**config.mk**
```make
export PLATFORM = sky130hd
export DESIGN_NAME = image_normalizer
export DESIGN_NICKNAME = d
export VERILOG_FILES = /design/src/rtl/norm_pkg.sv /design/src/rtl/norm_div.sv /design/src/rtl/norm_isqrt.sv /design/src/rtl/norm_map.sv /design/src/rtl/image_normalizer.sv
export SDC_FILE = /design/constraint.sdc
export NUM_CORES = 1
export LEC_CHECK = 0
export ABC_AREA = 1
export CAP_MARGIN = 40
export CORE_UTILIZATION = 42
export CTS_CLUSTER_SIZE = 12
export DETAILED_ROUTE_END_ITERATION = 10
export DONT_BUFFER_PORTS = 1
export GPL_ROUTABILITY_DRIVEN = 0
export GPL_TIMING_DRIVEN = 1
export HOLD_SLACK_MARGIN = 0.05
export PLACE_DENSITY = 0.63
export SLEW_MARGIN = 20
export SYNTH_ARGS = -nofsm -noshare
export SYNTH_HDL_FRONTEND = slang
export SYNTH_HIERARCHICAL = 1
export SYNTH_SLANG_ARGS = --single-unit
export TNS_END_PERCENT = 1
```
**constraint.sdc**
```tcl
create_clock -name clk -period 20.9 [get_ports clk]
set_input_delay 4.18 -clock clk [delete_from_list [all_inputs] [get_ports clk]]
set_output_delay 4.18 -clock clk [all_outputs]
set_load 0.02 [all_outputs]
```
**src/rtl/norm_pkg.sv**
```systemverilog
package norm_pkg;
    localparam int PIX_W    = 8;
    localparam int VAR_W    = 16;
    localparam int GAIN_W   = 16;
    localparam int GAIN_FRC = 8;
    localparam int RATIO_W  = VAR_W + 16;

    typedef enum logic [3:0] {
        ST_IDLE,
        ST_RD1,
        ST_DMEAN,
        ST_DSQ,
        ST_VAR,
        ST_DGAIN,
        ST_SQRT,
        ST_RD2,
        ST_WR2,
        ST_DONE
    } norm_state_e;

    typedef struct packed {
        logic [PIX_W-1:0]  mean;
        logic [2*PIX_W-1:0] msq;
        logic [2*PIX_W-1:0] var_q;
        logic [GAIN_W-1:0] gain;
    } norm_stats_t;
endpackage

```
**src/rtl/norm_div.sv**
```systemverilog
module norm_div #(
    parameter int W = 33
) (
    input  logic         clk,
    input  logic         rst,
    input  logic         go,
    input  logic [W-1:0] dividend,
    input  logic [W-1:0] divisor,
    output logic         fin,
    output logic [W-1:0] quot
);
    localparam int CW = $clog2(W + 1);

    logic [W:0]    rem;
    logic [W-1:0]  q;
    logic [W-1:0]  dvs;
    logic [CW-1:0] cnt;
    logic          busy;
    logic [W:0]    shifted;

    assign shifted = {rem[W-1:0], q[W-1]};
    assign quot    = q;

    always_ff @(posedge clk) begin
        if (rst) begin
            rem  <= '0;
            q    <= '0;
            dvs  <= '0;
            cnt  <= '0;
            busy <= 1'b0;
            fin  <= 1'b0;
        end else begin
            fin <= 1'b0;
            if (go) begin
                rem  <= '0;
                q    <= dividend;
                dvs  <= divisor;
                cnt  <= CW'(W);
                busy <= 1'b1;
            end else if (busy) begin
                if (shifted >= {1'b0, dvs}) begin
                    rem <= shifted - {1'b0, dvs};
                    q   <= {q[W-2:0], 1'b1};
                end else begin
                    rem <= shifted;
                    q   <= {q[W-2:0], 1'b0};
                end
                cnt <= cnt - 1'b1;
                if (cnt == CW'(1)) begin
                    busy <= 1'b0;
                    fin  <= 1'b1;
                end
            end
        end
    end
endmodule

```
**src/rtl/norm_isqrt.sv**
```systemverilog
module norm_isqrt #(
    parameter int W = 32
) (
    input  logic           clk,
    input  logic           rst,
    input  logic           go,
    input  logic [W-1:0]   radicand,
    output logic           fin,
    output logic [W/2-1:0] root
);
    localparam int STEPS = W / 2;
    localparam int CW    = $clog2(STEPS + 1);

    logic [W-1:0]  op;
    logic [W-1:0]  res;
    logic [W-1:0]  one;
    logic [W-1:0]  trial;
    logic [CW-1:0] cnt;
    logic          busy;

    assign trial = res + one;
    assign root  = res[W/2-1:0];

    always_ff @(posedge clk) begin
        if (rst) begin
            op   <= '0;
            res  <= '0;
            one  <= '0;
            cnt  <= '0;
            busy <= 1'b0;
            fin  <= 1'b0;
        end else begin
            fin <= 1'b0;
            if (go) begin
                op   <= radicand;
                res  <= '0;
                one  <= {2'b01, {(W-2){1'b0}}};
                cnt  <= CW'(STEPS);
                busy <= 1'b1;
            end else if (busy) begin
                if (op >= trial) begin
                    op  <= op - trial;
                    res <= (res >> 1) + one;
                end else begin
                    res <= res >> 1;
                end
                one <= one >> 2;
                cnt <= cnt - 1'b1;
                if (cnt == CW'(1)) begin
                    busy <= 1'b0;
                    fin  <= 1'b1;
                end
            end
        end
    end
endmodule

```
**src/rtl/norm_map.sv**
```systemverilog
module norm_map
    import norm_pkg::*;
(
    input  logic [PIX_W-1:0]  pix,
    input  logic [PIX_W-1:0]  mean,
    input  logic [PIX_W-1:0]  tmean,
    input  logic [GAIN_W-1:0] gain,
    output logic [PIX_W-1:0]  y
);
    localparam int PROD_W = GAIN_W + PIX_W;
    localparam int SC_W   = PROD_W - GAIN_FRC;

    logic               above;
    logic [PIX_W-1:0]   dev;
    logic [PROD_W-1:0]  prod;
    logic [SC_W-1:0]    scaled;
    logic [SC_W:0]      up_sum;

    always_comb begin
        above  = pix > mean;
        dev    = above ? pix - mean : mean - pix;
        prod   = PROD_W'(gain) * PROD_W'(dev);
        scaled = prod[PROD_W-1:GAIN_FRC];
        up_sum = (SC_W+1)'(tmean) + (SC_W+1)'(scaled);
        if (above) begin
            y = (up_sum > (SC_W+1)'(255)) ? 8'hFF : up_sum[PIX_W-1:0];
        end else begin
            y = (SC_W'(tmean) >= scaled) ? tmean - scaled[PIX_W-1:0] : 8'h00;
        end
    end
endmodule

```
**src/rtl/image_normalizer.sv**
```systemverilog
module image_normalizer
    import norm_pkg::*;
#(
    parameter int PIX_COUNT = 76800,
    parameter int ADDR_W    = $clog2(PIX_COUNT)
) (
    input  logic              clk,
    input  logic              rst,
    input  logic              start,
    input  logic [PIX_W-1:0]  tgt_mean,
    input  logic [VAR_W-1:0]  tgt_var,
    output logic              mem_req,
    output logic              mem_we,
    output logic [ADDR_W-1:0] mem_addr,
    output logic [PIX_W-1:0]  mem_wdata,
    input  logic [PIX_W-1:0]  mem_rdata,
    input  logic              mem_rvalid,
    input  logic              mem_wack,
    output logic              done
);
    localparam int SUM_W = ADDR_W + PIX_W;
    localparam int SQ_W  = ADDR_W + 2 * PIX_W;
    localparam int DIV_W = (SQ_W > RATIO_W) ? SQ_W : RATIO_W;
    localparam logic [ADDR_W-1:0] LAST = ADDR_W'(PIX_COUNT - 1);

    norm_state_e       state;
    logic [ADDR_W-1:0] addr;
    logic [SUM_W-1:0]  sum;
    logic [SQ_W-1:0]   sqsum;
    norm_stats_t       st;
    logic [PIX_W-1:0]  pix;
    logic              div_go, sq_go, div_fin, sq_fin;
    logic [DIV_W-1:0]  div_a, div_b, div_q;
    logic [GAIN_W-1:0] root;
    logic [2*PIX_W-1:0] mean_sq;

    assign mean_sq = (2*PIX_W)'(st.mean) * (2*PIX_W)'(st.mean);

    always_comb begin
        div_a = DIV_W'(sum);
        div_b = DIV_W'(PIX_COUNT);
        if (state == ST_DSQ) begin
            div_a = DIV_W'(sqsum);
        end else if (state == ST_DGAIN) begin
            div_a = DIV_W'({tgt_var, 16'h0000});
            div_b = (st.var_q == '0) ? DIV_W'(1) : DIV_W'(st.var_q);
        end
    end

    norm_div #(.W(DIV_W)) div_i (
        .clk(clk), .rst(rst), .go(div_go),
        .dividend(div_a), .divisor(div_b),
        .fin(div_fin), .quot(div_q)
    );

    norm_isqrt #(.W(RATIO_W)) sqrt_i (
        .clk(clk), .rst(rst), .go(sq_go),
        .radicand(div_q[RATIO_W-1:0]),
        .fin(sq_fin), .root(root)
    );

    norm_map map_i (
        .pix(pix), .mean(st.mean), .tmean(tgt_mean),
        .gain(st.gain), .y(mem_wdata)
    );

    assign mem_req  = (state == ST_RD1) || (state == ST_RD2) || (state == ST_WR2);
    assign mem_we   = (state == ST_WR2);
    assign mem_addr = addr;
    assign done     = (state == ST_DONE);

    always_ff @(posedge clk) begin
        if (rst) begin
            state  <= ST_IDLE;
            addr   <= '0;
            sum    <= '0;
            sqsum  <= '0;
            st     <= '0;
            pix    <= '0;
            div_go <= 1'b0;
            sq_go  <= 1'b0;
        end else begin
            div_go <= 1'b0;
            sq_go  <= 1'b0;
            case (state)
                ST_IDLE: if (start) begin
                    state <= ST_RD1;
                    addr  <= '0;
                    sum   <= '0;
                    sqsum <= '0;
                end
                ST_RD1: if (mem_rvalid) begin
                    sum   <= sum + SUM_W'(mem_rdata);
                    sqsum <= sqsum + SQ_W'((2*PIX_W)'(mem_rdata) * (2*PIX_W)'(mem_rdata));
                    if (addr == LAST) begin
                        addr   <= '0;
                        state  <= ST_DMEAN;
                        div_go <= 1'b1;
                    end else begin
                        addr <= addr + 1'b1;
                    end
                end
                ST_DMEAN: if (div_fin) begin
                    st.mean <= div_q[PIX_W-1:0];
                    state   <= ST_DSQ;
                    div_go  <= 1'b1;
                end
                ST_DSQ: if (div_fin) begin
                    st.msq <= div_q[2*PIX_W-1:0];
                    state  <= ST_VAR;
                end
                ST_VAR: begin
                    st.var_q <= (st.msq >= mean_sq) ? st.msq - mean_sq : '0;
                    state    <= ST_DGAIN;
                    div_go   <= 1'b1;
                end
                ST_DGAIN: if (div_fin) begin
                    state <= ST_SQRT;
                    sq_go <= 1'b1;
                end
                ST_SQRT: if (sq_fin) begin
                    st.gain <= root;
                    state   <= ST_RD2;
                end
                ST_RD2: if (mem_rvalid) begin
                    pix   <= mem_rdata;
                    state <= ST_WR2;
                end
                ST_WR2: if (mem_wack) begin
                    if (addr == LAST) begin
                        addr  <= '0;
                        state <= ST_DONE;
                    end else begin
                        addr  <= addr + 1'b1;
                        state <= ST_RD2;
                    end
                end
                ST_DONE: state <= ST_IDLE;
                default: state <= ST_IDLE;
            endcase
        end
    end
endmodule

```
; ---- Yosys cells after proc, flatten, opt, wreduce, memory -nomap -nowiden
; Cells that the tools add are included.
[totals]
regBits = 339
output_inout_bits = 28
wordCells = 153
[op_classes]
add_sub_neg = 14
mul = 3
n_lt_le_gt_ge = 6
eq_ne = 21
mux = 58
n_bitwise = 3
reduce_logical = 22
[op_table]
columns = operator, count
row1 = two-way mux 33 bit, 6
row2 = two-way mux 32 bit, 5
row3 = two-way mux 17 bit, 6
row4 = one-hot mux 33 bit (2 select lines), 1
row5 = two-way mux 31 bit, 2
row6 = one-hot mux 17 bit (3 select lines), 1
row7 = two-way mux 25 bit, 2
row8 = one-hot mux 25 bit (2 select lines), 1
row9 = two-way mux 4 bit, 10
row10 = one-hot mux 4 bit (9 select lines), 1
row11 = >= comparator 34 x 33 -> 1 bit, 1
row12 = adder 33 x 16 -> 33 bit, 1
row13 = subtractor 33 bit, 1
row14 = adder 31 x 31 -> 32 bit, 1
row15 = adder 32 x 31 -> 32 bit, 1
row16 = >= comparator 32 bit, 1
row17 = multiplier 8 x 8 -> 16 bit, 2
row18 = two-way mux 16 bit, 2
row19 = two-way mux 8 bit, 4
row20 = subtractor 32 bit, 1
row21 = adder 25 x 8 -> 25 bit, 1
row22 = multiplier 16 x 8 -> 24 bit, 1
row23 = subtractor 8 bit, 3
row24 = "adder 17 x 1 -> 17 bit, second input constant", 1
row25 = other kinds (33), 71

; ---- Logic depth before layout (Yosys ltp)
[depth]
word_depth = 7
mapped_depth = 47

; ---- By module
; The synthesis kept the hierarchy.
[by_module_without_submodules]
columns = mod, instances, cells_per_inst, area_per_inst_um2
row1 = image_normalizer, 1, 1840, 12415.7
row2 = norm_isqrt, 1, 1584, 9107.5
row3 = norm_div, 1, 1121, 7178.1
row4 = norm_map, 1, 816, 5631.7

; ---- Least setup slack after synthesis
; Ideal clock, no wire load.
[synth_timing]
path_type = reg2out
start = reg st[48] (netlist name)
end = out mem_wdata[2]
arrival_time_ns = 7.388
t_required_ns = 16.720
setup_slack_ns = 9.332
path_stages_with_launch = 44
path_cell_list = dfxtp_1 > ha_1 > inv_1 > fa_1 > nand3_1 > nand3_1 > nand2_1 > nand2_2 > nand2_4 > inv_1 > o21ai_0 > a21oi_1 > nor2_1 > xor2_1 > clkbuf_1 > nor2_1 > fa_1 > fa_1 > (+8 left out) > nand2_1 > xor2_1 > inv_1 > fa_1 > nor2_1 > o21ai_0 > nand2_1 > a21oi_1 > o21ai_0 > inv_1 > o21ai_0 > inv_1 > nand2_1 > nand3_1 > nor2_1 > nand3_2 > nand2_4 > nand3_1
[synth_between]
elab_chain_cells = 7
word_cells_on_any_way = 12
cone_classes = 4 x add/sub / 1 x mul / 3 x order compare / 4 x mux
[synth_lines]
columns = item, line
row1 = subtractor 8 bit or > comparator 8 bit (tied branches), "norm_map.sv:21, norm_map.sv:20"
row2 = two-way mux 8 bit, norm_map.sv:21  ; dev = above ? pix - mean : mean - pix;
row3 = multiplier 16 x 8 -> 24 bit, norm_map.sv:22  ; prod = PROD_W'(gain) * PROD_W'(dev);
row4 = adder 8 x 16 -> 17 bit, norm_map.sv:24  ; up_sum = (SC_W+1)'(tmean) + (SC_W+1)'(scaled);
row5 = > comparator 17 x 8 -> 1 bit, norm_map.sv:26  ; y = (up_sum > (SC_W+1)'(255)) ? 8'hFF : up_sum[PIX_W-1:0];
row6 = two-way mux 8 bit, norm_map.sv:26
row7 = two-way mux 8 bit (*), norm_map.sv:25  ; if (above) begin
row8 = to (decl), image_normalizer.sv:15  ; output logic [PIX_W-1:0] mem_wdata,
; Every way passes the cells marked *; elsewhere a longest branch is shown, timed or not.

; ---- Worst setup path in the final report
[layout_timing]
start = reg st[48] (netlist name)
end = out mem_wdata[6]
[layout_between]
elab_chain_cells = 7
word_cells_on_any_way = 12
cone_classes = 4 x add/sub / 1 x mul / 3 x order compare / 4 x mux
[layout_lines]
columns = item, line
row1 = subtractor 8 bit or > comparator 8 bit (tied branches), "norm_map.sv:21, norm_map.sv:20"
row2 = two-way mux 8 bit, norm_map.sv:21
row3 = multiplier 16 x 8 -> 24 bit, norm_map.sv:22
row4 = adder 8 x 16 -> 17 bit, norm_map.sv:24
row5 = > comparator 17 x 8 -> 1 bit, norm_map.sv:26
row6 = two-way mux 8 bit, norm_map.sv:26
row7 = two-way mux 8 bit (*), norm_map.sv:25
; Marked as above.

==> results summary <==
The number of inserted diodes came out at 0. The final worst clock skew is 0.0382 ns. The synthesized design contains 339 register bits. Entering global routing, the biggest net connects 121 pins.

Once placement finished, the instance area stood at 35000 um^2. In this run the worst path has a maximum fanout of 16. The routed length per instance is 15.7 um. Sequential elements use 19.8% of the synthesized area.

During I/O placement, the number of pins put on the boundary was 65. The delay contributed by the slowest stage of the critical path is 0.54 ns. The via count of the first global-routing pass came to 31000. TritonCTS built the clock tree. The yosys synthesis warning count is 6. The number of rows created at floorplan is 104. The root buffer selected by CTS is sky130_fd_sc_hd__clkbuf_16. After detailed routing, the number of vias per cell comes to 5.21. The synthesized area is 34300 um^2. In this design, the largest share of critical-path delay is due to adder cells. The initial utilization of the core area, before any placement, comes to 42.6%. The number of distinct library cells after synthesis came out at 67. The number of buffers added by the clock tree synthesis step came out at 43.

The total power is 2.25 mW. The count of mapped cells out of synthesis came out at 5361. The post-CTS setup buffer count came out at 0.

The critical path in this run is classified as flop to output port. The count of buffers from port buffering is 0. The floorplan core area is 80700 um^2. The layout has 8525 filler cells. The number of violations of the max-capacitance limit came out at 0.

The count of final hold-check violations came out at 0. For this design, the slowest cell found on the critical path is sky130_fd_sc_hd__fa_1. The kind of end point of the critical path is an output port. The final design instance area without fill is 36500 um^2. The worst setup path is launched from a flop. The routed design has 99.6 mm of wire. Timing would allow up to 73.2 MHz. The number of antenna violations at the first check in global routing was 0.

The post-detailed-route DRC marker count is 2. The die footprint is 82900 um^2. The clock reaches the later pin of the worst-skew pair after 0.60 ns. Dividing the final minimum period by the clock period gives 65.3%. The first-pass GRT wire length is 162 mm. The half-perimeter wire length after placement came out at 77.6 mm.

Global routing used 24.0% of the available tracks. Setup repair after global routing left no endpoint under its margin. The post-route core utilization is 45.2%. The clock-pin transition on the worst setup and hold timing paths is 0.06 ns. The overall overflow remaining after global route came out at 0.

The final layout contains 5727 nets. Setup violations remaining at the end of the flow were counted as 0. For the worst setup path, the data arrival time is 9.47 ns. The number of nets still failing antenna checks after routing is 0. The detailed router's first-iteration violation count is 2475. The count of placed standard cells including taps came out at 6280. The number of standard cells in the final layout excluding fillers came out at 6359.

The clock drives 339 sinks. The number of synthesized flops with an enable pin came out at 0. The checks that failed: design-rule violations. The maximum VDD drop is 71.9 uV. The transition time at the pin with the least slew margin came out at 0.788 ns.

The areal power density over the cells came out at 61.8 nW/um^2. The number of H-tree levels came out at 2. The number of detailed-routing iterations run before antenna repair is 11. The worst hold path belongs to the class flop to flop. Each instance of the synthesized netlist takes up on average 6.40 um^2. The worst slew slack as a fraction of its limit is 47.0%. The area growth from synthesis to layout is 6.26%. The die boundary width is 288 um. The largest buffer count on any clock path is 3. The max-slew violation count is 0.

The minimum period implied by the final worst setup slack is 13.65 ns. The layout cell share with drive strength beyond 1 came out at 4.70%. The leading cell type in the layout, fill and taps excluded is sky130_fd_sc_hd__nand2_1. The required time reported for the critical path endpoint is 16.72 ns.

In the synthesized netlist the dominant register cell turns out to be sky130_fd_sc_hd__dfxtp_1. The count of cells resized by post-cts repair came out at 0. The share of synthesized registers carrying an async set or reset is 0%. The die height is 288 um. Counting stages on the worst path, the most repeated cell is sky130_fd_sc_hd__inv_1.

The number of buffers and inverters on the critical path is 8. Leaving out fill and tap cells, the most frequent cells in the layout are sky130_fd_sc_hd__nand2_1, sky130_fd_sc_hd__inv_1, sky130_fd_sc_hd__nor2_1, sky130_fd_sc_hd__a21oi_1, sky130_fd_sc_hd__nand3_1. The run finished, with violations left. The final setup TNS came out at 0 ns. The standby leakage power is 17.7 nW. Hold repair after CTS inserted 0 buffers. The count of vias placed by the detailed router is 33100.
[flip-flops by register name (all words and copies together) (netlist names), 8 cells and up]
signal / flops
div_i/quot: 33
sqrt_i/op: 32
div_i/rem: 33
sqrt_i/one: 16
st: 56
sum: 25
sqsum: 33
pix: 8
sqrt_i/res: 32
div_i/dvs: 33
mem_addr: 17
[tightest hold or removal path, cell delays in order, from the launching register on]
cell	delay, ns
sky130_fd_sc_hd__dfxtp_1	0.29
sky130_fd_sc_hd__inv_1	0.06
sky130_fd_sc_hd__a21oi_1	0.06
[routing by layer]
metal	global-route usage, %	vias up	part of all wire, %
met4	7.33	0	2.8
met3	3.90	161	6.4
met5	0	-	0
li1	-	16800	-
met2	39.1	922	45
met1	32.5	15300	46
[metrics by stage]
step	setup WS, ns	hold slack [ns]
3_3_place_gp	7.60	0.450
4_1_cts	7.33	0.464
6_report	7.25	0.459
2_1_floorplan	9.33	0.433
5_1_grt	6.46	0.484
3_5_place_dp	7.96	0.457
[worst paths after layout]
path / start / end / slack [ns] / depth (start not counted)
max: st[48]$_SDFFE_PP0P_ / mem_wdata[6] / 7.25 / 42
min: div_i/dvs[17]$_SDFFE_PP0P_ / div_i/dvs[17]$_SDFFE_PP0P_ / 0.46 / 2
max reg2reg: st[53]$_SDFFE_PP0P_ / st[24]$_SDFFE_PP0P_ / 14.61 / 24
min reg2reg: div_i/dvs[17]$_SDFFE_PP0P_ / div_i/dvs[17]$_SDFFE_PP0P_ / 0.46 / 2
[logic make-up after synthesis]
kind of cell | count (synthesis) | share of synthesized area (%)
xor gates and xnor gates | 115 | 2.93
DFF | 339 | 19.8
other | 2 | 0.0219
adders and majority gates | 425 | 18.9
muxes | 1 | 0.0328
and+or+nand+nor | 2630 | 33.5
AOI/OAI and AO/OA | 753 | 12.2
buffers and inverters | 1096 | 12.7
[Yosys cell counts, types with 71 or more instances]
cell / number / area (um^2)
sky130_fd_sc_hd__a21oi_1: 410 / 2050
sky130_fd_sc_hd__clkbuf_1: 108 / 405
sky130_fd_sc_hd__dfxtp_1: 339 / 6790
sky130_fd_sc_hd__fa_1: 154 / 3080
sky130_fd_sc_hd__ha_1: 271 / 3390
sky130_fd_sc_hd__inv_1: 891 / 3340
sky130_fd_sc_hd__nand2_1: 1487 / 5580
sky130_fd_sc_hd__nand3_1: 342 / 1710
sky130_fd_sc_hd__nand3b_1: 71 / 533
sky130_fd_sc_hd__nor2_1: 437 / 1640
sky130_fd_sc_hd__nor3_1: 92 / 460
sky130_fd_sc_hd__o21ai_0: 193 / 966
[power by group]
part | switching (mW) | total, mW | internal (mW)
Sequential | 0.0301 | 0.702 | 0.671
Combinational | 0.524 | 0.769 | 0.245
Clock | 0.307 | 0.782 | 0.476
[final cells by class]
type                            instances  area [um^2]  area share [%]
Tap cell                             1060         1330            3.64
Timing Repair Buffer                   25          203           0.556
Inverter                              914         3440            9.42
Multi-Input combinational cell       3942        23200            63.7
Clock inverter                         14          195           0.535
Sequential cell                       339         6790            18.6
Clock buffer                           65         1290            3.54
Note: power is estimated with default switching activity, not from simulation.
